--- src/rtl/mshr_pkg.sv ---
package mshr_pkg;
  typedef enum logic [1:0] {
    ENT_FREE   = 2'd0,
    ENT_WAIT   = 2'd1,
    ENT_FILLED = 2'd2
  } ent_state_t;
endpackage

--- src/rtl/mshr_prio_enc.sv ---
module mshr_prio_enc #(
  parameter int W = 4
) (
  input  logic [W-1:0]         vec,
  output logic [$clog2(W)-1:0] idx,
  output logic                 any
);
  always_comb begin
    idx = '0;
    for (int i = W - 1; i >= 0; i--) begin
      if (vec[i]) idx = $clog2(W)'(i);
    end
    any = |vec;
  end
endmodule

--- src/rtl/mshr_order_fifo.sv ---
module mshr_order_fifo #(
  parameter int DEPTH = 4,
  parameter int DW    = 2
) (
  input  logic          clk,
  input  logic          rst,
  input  logic          push,
  input  logic [DW-1:0] push_data,
  input  logic          pop,
  output logic          not_empty,
  output logic [DW-1:0] head
);
  localparam int PW = $clog2(DEPTH);
  localparam int CW = $clog2(DEPTH + 1);

  logic [DW-1:0] slot [DEPTH];
  logic [PW-1:0] rd_ptr, wr_ptr;
  logic [CW-1:0] count;

  function automatic logic [PW-1:0] nxt(input logic [PW-1:0] p);
    return (p == PW'(DEPTH - 1)) ? '0 : p + 1'b1;
  endfunction

  always_ff @(posedge clk) begin
    if (push) slot[wr_ptr] <= push_data;
  end

  always_ff @(posedge clk) begin
    if (rst) begin
      rd_ptr <= '0;
      wr_ptr <= '0;
      count  <= '0;
    end else begin
      if (push) wr_ptr <= nxt(wr_ptr);
      if (pop)  rd_ptr <= nxt(rd_ptr);
      if (push && !pop)      count <= count + 1'b1;
      else if (pop && !push) count <= count - 1'b1;
    end
  end

  assign not_empty = (count != '0);
  assign head      = slot[rd_ptr];
endmodule

--- src/rtl/mshr_scoreboard.sv ---
module mshr_scoreboard #(
  parameter int N_REGS = 32
) (
  input  logic                      clk,
  input  logic                      rst,
  input  logic                      set_en,
  input  logic [$clog2(N_REGS)-1:0] set_idx,
  input  logic                      clr_en,
  input  logic [$clog2(N_REGS)-1:0] clr_idx,
  output logic [N_REGS-1:0]         busy
);
  always_ff @(posedge clk) begin
    if (rst) begin
      busy <= '0;
    end else begin
      if (clr_en) busy[clr_idx] <= 1'b0;
      if (set_en) busy[set_idx] <= 1'b1;
    end
  end
endmodule

--- src/rtl/mshr_file.sv ---
module mshr_file #(
  parameter int N_ENT   = 4,
  parameter int N_WORDS = 4,
  parameter int N_REGS  = 32,
  parameter int LINE_W  = 28,
  parameter int DATA_W  = 32
) (
  input  logic                         clk,
  input  logic                         rst,
  input  logic                         miss_valid,
  input  logic [LINE_W-1:0]            miss_line,
  input  logic [$clog2(N_WORDS)-1:0]   miss_word,
  input  logic [$clog2(N_REGS)-1:0]    miss_rd,
  output logic                         miss_stall,
  output logic [N_REGS-1:0]            reg_busy,
  output logic                         req_valid,
  input  logic                         req_ready,
  output logic [LINE_W-1:0]            req_line,
  output logic [$clog2(N_ENT)-1:0]     req_tag,
  input  logic                         fill_valid,
  input  logic [$clog2(N_ENT)-1:0]     fill_tag,
  input  logic [N_WORDS*DATA_W-1:0]    fill_data,
  output logic                         wb_valid,
  output logic [$clog2(N_REGS)-1:0]    wb_rd,
  output logic [DATA_W-1:0]            wb_data
);
  import mshr_pkg::*;

  localparam int TAG_W = $clog2(N_ENT);
  localparam int WOF_W = $clog2(N_WORDS);
  localparam int REG_W = $clog2(N_REGS);
  localparam int MEM_N = N_ENT * N_WORDS;

  ent_state_t          st      [N_ENT];
  logic [LINE_W-1:0]   line_q  [N_ENT];
  logic [N_WORDS-1:0]  wmask   [N_ENT];
  logic [REG_W-1:0]    wreg    [N_ENT][N_WORDS];
  logic [DATA_W-1:0]   line_mem[MEM_N];

  logic [N_ENT-1:0] hit_vec, free_vec, filled_vec;
  logic [TAG_W-1:0] hit_idx, free_idx, dr_ent;
  logic             hit_any, free_any, dr_any;
  logic [WOF_W-1:0] dr_word;
  logic             dr_word_any;
  logic [N_WORDS-1:0] dr_mask;
  logic             dr_last;
  logic [REG_W-1:0] dr_reg;
  logic             word_taken, accept, do_alloc, req_pop;

  always_comb begin
    for (int e = 0; e < N_ENT; e++) begin
      hit_vec[e]    = (st[e] == ENT_WAIT) && (line_q[e] == miss_line);
      free_vec[e]   = (st[e] == ENT_FREE);
      filled_vec[e] = (st[e] == ENT_FILLED);
    end
  end

  mshr_prio_enc #(.W(N_ENT)) u_hit  (.vec(hit_vec),    .idx(hit_idx),  .any(hit_any));
  mshr_prio_enc #(.W(N_ENT)) u_free (.vec(free_vec),   .idx(free_idx), .any(free_any));
  mshr_prio_enc #(.W(N_ENT)) u_dent (.vec(filled_vec), .idx(dr_ent),   .any(dr_any));

  assign dr_mask = wmask[dr_ent];
  mshr_prio_enc #(.W(N_WORDS)) u_dword (.vec(dr_mask), .idx(dr_word), .any(dr_word_any));

  always_comb begin
    dr_last = ((dr_mask & ~(N_WORDS'(1) << dr_word)) == '0);
    dr_reg  = wreg[dr_ent][dr_word];
  end

  // Admission of a miss
  always_comb begin
    word_taken = hit_any && wmask[hit_idx][miss_word];
    miss_stall = miss_valid &&
                 (reg_busy[miss_rd] || word_taken || (!hit_any && !free_any));
    accept     = miss_valid && !miss_stall;
    do_alloc   = accept && !hit_any;
  end

  // Entry state
  always_ff @(posedge clk) begin
    if (rst) begin
      for (int e = 0; e < N_ENT; e++) begin
        st[e]    <= ENT_FREE;
        wmask[e] <= '0;
      end
    end else begin
      for (int e = 0; e < N_ENT; e++) begin
        if (do_alloc && free_idx == TAG_W'(e)) begin
          st[e]                <= ENT_WAIT;
          wmask[e]             <= N_WORDS'(1) << miss_word;
        end
        if (accept && hit_any && hit_idx == TAG_W'(e)) begin
          wmask[e][miss_word]  <= 1'b1;
        end
        if (fill_valid && fill_tag == TAG_W'(e) && st[e] == ENT_WAIT) begin
          st[e]                <= ENT_FILLED;
        end
        if (dr_any && dr_word_any && dr_ent == TAG_W'(e)) begin
          wmask[e][dr_word]    <= 1'b0;
          if (dr_last) st[e]   <= ENT_FREE;
        end
      end
    end
  end

  // Line addresses and waiting registers (no reset needed)
  always_ff @(posedge clk) begin
    for (int e = 0; e < N_ENT; e++) begin
      if (do_alloc && free_idx == TAG_W'(e)) line_q[e] <= miss_line;
      if (accept && ((do_alloc && free_idx == TAG_W'(e)) ||
                     (hit_any && hit_idx == TAG_W'(e))))
        wreg[e][miss_word] <= miss_rd;
    end
  end

  // Fill data storage, word-addressed as {entry, word}
  always_ff @(posedge clk) begin
    if (fill_valid) begin
      for (int w = 0; w < N_WORDS; w++)
        line_mem[{fill_tag, WOF_W'(w)}] <= fill_data[w*DATA_W +: DATA_W];
    end
  end

  // Registered write-back port
  always_ff @(posedge clk) begin
    if (rst) begin
      wb_valid <= 1'b0;
      wb_rd    <= '0;
      wb_data  <= '0;
    end else begin
      wb_valid <= dr_any && dr_word_any;
      wb_rd    <= dr_reg;
      wb_data  <= line_mem[{dr_ent, dr_word}];
    end
  end

  mshr_scoreboard #(.N_REGS(N_REGS)) u_sb (
    .clk     (clk),
    .rst     (rst),
    .set_en  (accept),
    .set_idx (miss_rd),
    .clr_en  (dr_any && dr_word_any),
    .clr_idx (dr_reg),
    .busy    (reg_busy)
  );

  assign req_pop = req_valid && req_ready;

  mshr_order_fifo #(.DEPTH(N_ENT), .DW(TAG_W)) u_order (
    .clk       (clk),
    .rst       (rst),
    .push      (do_alloc),
    .push_data (free_idx),
    .pop       (req_pop),
    .not_empty (req_valid),
    .head      (req_tag)
  );

  assign req_line = line_q[req_tag];
endmodule

--- config.mk ---
export PLATFORM = sky130hd
export DESIGN_NAME = mshr_file
export DESIGN_NICKNAME = d
export VERILOG_FILES = /design/src/rtl/mshr_pkg.sv /design/src/rtl/mshr_prio_enc.sv /design/src/rtl/mshr_order_fifo.sv /design/src/rtl/mshr_scoreboard.sv /design/src/rtl/mshr_file.sv
export SDC_FILE = /design/constraint.sdc
export NUM_CORES = 1
export LEC_CHECK = 0
export BUFFER_PORTS_ARGS = -buffer_cell sky130_fd_sc_hd__clkbuf_2
export CAP_MARGIN = 5
export CORE_ASPECT_RATIO = 0.8
export CORE_MARGIN = 1
export CORE_UTILIZATION = 39
export CTS_BUF_LIST = sky130_fd_sc_hd__clkbuf_8
export CTS_CLUSTER_DIAMETER = 30
export DETAILED_ROUTE_END_ITERATION = 6
export HOLD_SLACK_MARGIN = 0.15
export REMOVE_ABC_BUFFERS = 1
export SLEW_MARGIN = 0
export SYNTH_ARGS = -nofsm -noshare
export SYNTH_HDL_FRONTEND = slang
export SYNTH_SLANG_ARGS = --single-unit
--- constraint.sdc ---
create_clock -name clk -period 8.7 [get_ports clk]
set_input_delay 1.74 -clock clk [delete_from_list [all_inputs] [get_ports clk]]
set_output_delay 1.74 -clock clk [all_outputs]
set_load 0.005 [all_outputs]
==> metrics.md <==
| Metric | Value |
|---|---|
| Chip width | 325 microns |
| Fin. Hold Viols | 0 |
| Drt first pass iters | 7 |
| RR Startpoint | st[1][0]$_SDFFCE_PP0P_ |
| Area grow syn2layout | 18.83% |
| Core outline area | 0.08245 sq mm |
| Row count | 94 |
| CP Launch Point | miss_rd[0] |
| Hold Path Class | register to register |
| Detail Route Antenna Nets | 0 |
| Via count | 20.97k |
| Nets | 2613 |
| MaxCap Viol Count | 0 |
| Hold_sp | u_order.rd_ptr[1]$_SDFFE_PP0P_ |
| Post-synth EDFFs | 736 |
| LEAKAGE | 0.01316 uW |
| Slew Viols, Final | 0 |
| Yosys reg bits | 815 |
| Post-Route WL | 88810 microns |
| Cts hold-fix bufs | 0 |
| Routability-driven placement congestion ratio | 0.8887 |
| WS Path Type | primary input to primary output |
| Syn Inst Count | 2097 |
| CTS tree | built |
| Failing checks | DRC |
| Ranking of synthesized cells by area | edfxtp_1 68%, dfxtp_1 4.9%, a222oi_1 4.5% |
| Fraction of layout cells with a size suffix above 1 | 25.45% |
| Largest area contributor in the netlist | edfxtp_1 |
| R2R cell count | 12 |
| Worst VDD drop | 0.1663 mV |
| Port Buffers | 271 |
| Yosys cell types | 81 |
| RSZ-0062 raised after global routing | false |
| CP Capture Type | primary output |
| Hpwl dp | 55170 microns |
| R2R Setup Slk | 3.25 ns |
| R2r endpoint | wb_data[4]$_SDFF_PP0_ |
| Placed Cells | 3381 |
| Vias in the first global route | 21.15k |
| Number of clock sinks | 815 |
| Reg clk slew, reported paths | 0.06 ns |
| Final setup fails | 0 |
| Clock skew | 0.05095 ns |
| Synthesized area | 0.03255 sq mm |
| Status | finished with violations |
| Die Y | 260.4 microns |
| Worst hold slack | 0.4837 ns |
| Total grt overflow | 0 |
| Syn Area/Cell | 15.52 sq um |
| Top-area cell type share of the netlist area | 67.90% |
| Most common cell in the netlist | edfxtp_1 |
| Clk Latency, worst-skew pair | 0.81 ns |
| Peak Freq | 0.1436 GHz |
| Fraction of registers with async set or reset after synthesis | 0% |
| Crit path DAT | 5.22 ns |
| Critical path required time | 6.96 ns |
| Non-filler cells, final | 3676 |
| Initial Utilization | 39.48% |
| Io pins | 272 |
| Worst slew pin tran | 1.119 ns |
| Total track usage | 20.71% |
| Most common flop cell mapped by yosys | edfxtp_1 |
| CTS root buffer | clkbuf_8 |
| CP Launch Type | primary input |
| Fin crit share | 80.04% |
| Worst Hold Path Cells | 2 |
| Synth Warn # | 0 |
| Crit Path Max Fanout | 41 |
| Largest net degree at the start of global routing | 81 |
| Period minus WS final | 6.964 ns |
| Post-CTS sizing | 0 |
| Number of H-tree levels | 4 |
| Initial drt markers | 2824 |
| First-pass GRT wire length | 131900 microns |
| Die area | 0.08463 sq mm |
| Commonest cells post-synth | 736 x edfxtp_1, 163 x nand2_1, 148 x a21oi_1 |
| Wire length per cell | 24.16 microns |
| # fillers | 7128 |
| Initial antenna violation count | 20 |
| Total CTS buffers | 157 |
| Residual DRC count | 11 |
| Clock Path Buffers | 3 |
| Postcts setup bufs | 0 |
| Via density per instance | 5.704 |
| Worst slew margin | 25.42% |
| PwrDens | 270.8 mW/mm^2 |
| Sequential fraction of the synthesis area | 72.76% |
[cell usage in the layout, fill, tap and decap left out, types with 8 or more instances in the layout]
cell and count:
edfxtp_1 736, clkbuf_2 270, clkbuf_8 170, nand2_1 162
a21oi_1 148, a222oi_1 145, xor2_1 86, nor2_1 80
dfxtp_1 79, nor4_1 78, nor2b_1 43, inv_1 40
mux4_2 38, nor3_1 38, buf_4 34, clkinv_2 32
xnor2_1 28, nand4_1 24, o41ai_1 23, o21ai_0 21
o31ai_1 20, bufinv_16 18, o41ai_2 17, nand3_1 15
clkinvlp_4 15, o21ai_1 13, nand2b_1 11, and2_1 10
a21boi_0 10, clkinv_4 10, clkinv_1 10, or3_1 8
[area by class of cell]
cell class / count / area, sq um / share of cell area [%]
Sequential cell: 815 / 23680 / 61.23
Multi-Input combinational cell: 1137 / 8396 / 21.70
Clock buffer: 170 / 2340 / 6.049
Timing Repair Buffer: 304 / 1607 / 4.153
Tap cell: 1104 / 1381 / 3.571
Clock inverter: 119 / 1181 / 3.054
Inverter: 21 / 78.83 / 0.2038
Antenna cell: 6 / 15.01 / 0.03882
[worst max-delay path, stage by stage]
cell and delay, ns:
clkbuf_2 0.82, mux4_2 0.61, inv_1 0.08, o22ai_1 0.09
nor4_1 0.85, o31a_1 0.35, o21ai_2 0.07, buf_4 0.25
and2_1 0.20, clkbuf_2 0.13
[power breakdown]
group / internal [uW] / switching (uW) / total (uW)
Combinational: 584 / 1110 / 1690
Clock: 2400 / 1750 / 4150
Sequential: 4530 / 95.1 / 4630
[sequential cells by signal, indices dropped and copies added, names as in the netlist, named ones only]
| name | flops |
|---|---|
| line_mem | 512 |
| line_q | 112 |
| wreg | 80 |
| u_sb.busy | 32 |
| wb_data | 32 |
| wmask | 16 |
| st | 8 |
| u_order.slot | 8 |
| wb_rd | 5 |
| u_order.count | 3 |
| u_order.rd_ptr | 2 |
| u_order.wr_ptr | 2 |
| wb_valid | 1 |
[logic make-up after synthesis]
group	count (synthesis)	share of synthesized area [%]
adder cells (fa/ha/maj)	8	0.3229
multiplexers	44	2.821
buffers and inverters	145	1.803
flip-flops	815	72.76
AO/OA/AOI/OAI	463	11.35
XOR/XNOR	114	3.067
AND/OR/NAND/NOR	508	7.884
[routing by layer]
metal / share of wire, % / global-route usage, % / up-vias
met5: 0.23 / 0 / -
met4: 2.6 / 7.678 / 30
met3: 10 / 6.332 / 195
met2: 45 / 31.34 / 1050
met1: 42 / 28.14 / 10410
li1: - / - / 9281
[stage by stage]
stage | setup slack (ns) | util [%] | setup TNS, ns | instance area, sq um | power [uW]
global placement | 1.869 | 42.63 | 0 | 35150 | 6370
global route | 1.622 | 46.91 | 0 | 38670 | 10900
detailed placement | 1.817 | 42.63 | 0 | 35150 | 6401
CTS | 1.803 | 46.90 | 0 | 38670 | 10580
finish | 1.736 | 46.92 | 0 | 38680 | 10480
floorplan | -2.580 | - | -118.48 | 32040 | 5693
[worst max-delay path by stage]
| stage | cells past startpoint | endpoint | slack, ns |
|---|---|---|---|
| 2_1_floorplan | 9 | u_sb.busy[27]$_SDFF_PP0_ | -2.58 |
| 3_3_place_gp | 10 | miss_stall | 1.87 |
| 3_5_place_dp | 10 | miss_stall | 1.82 |
| 4_1_cts | 10 | miss_stall | 1.80 |
| 5_1_grt | 10 | miss_stall | 1.62 |
| 6_report | 10 | miss_stall | 1.74 |
(Power assumes the default switching activity.)
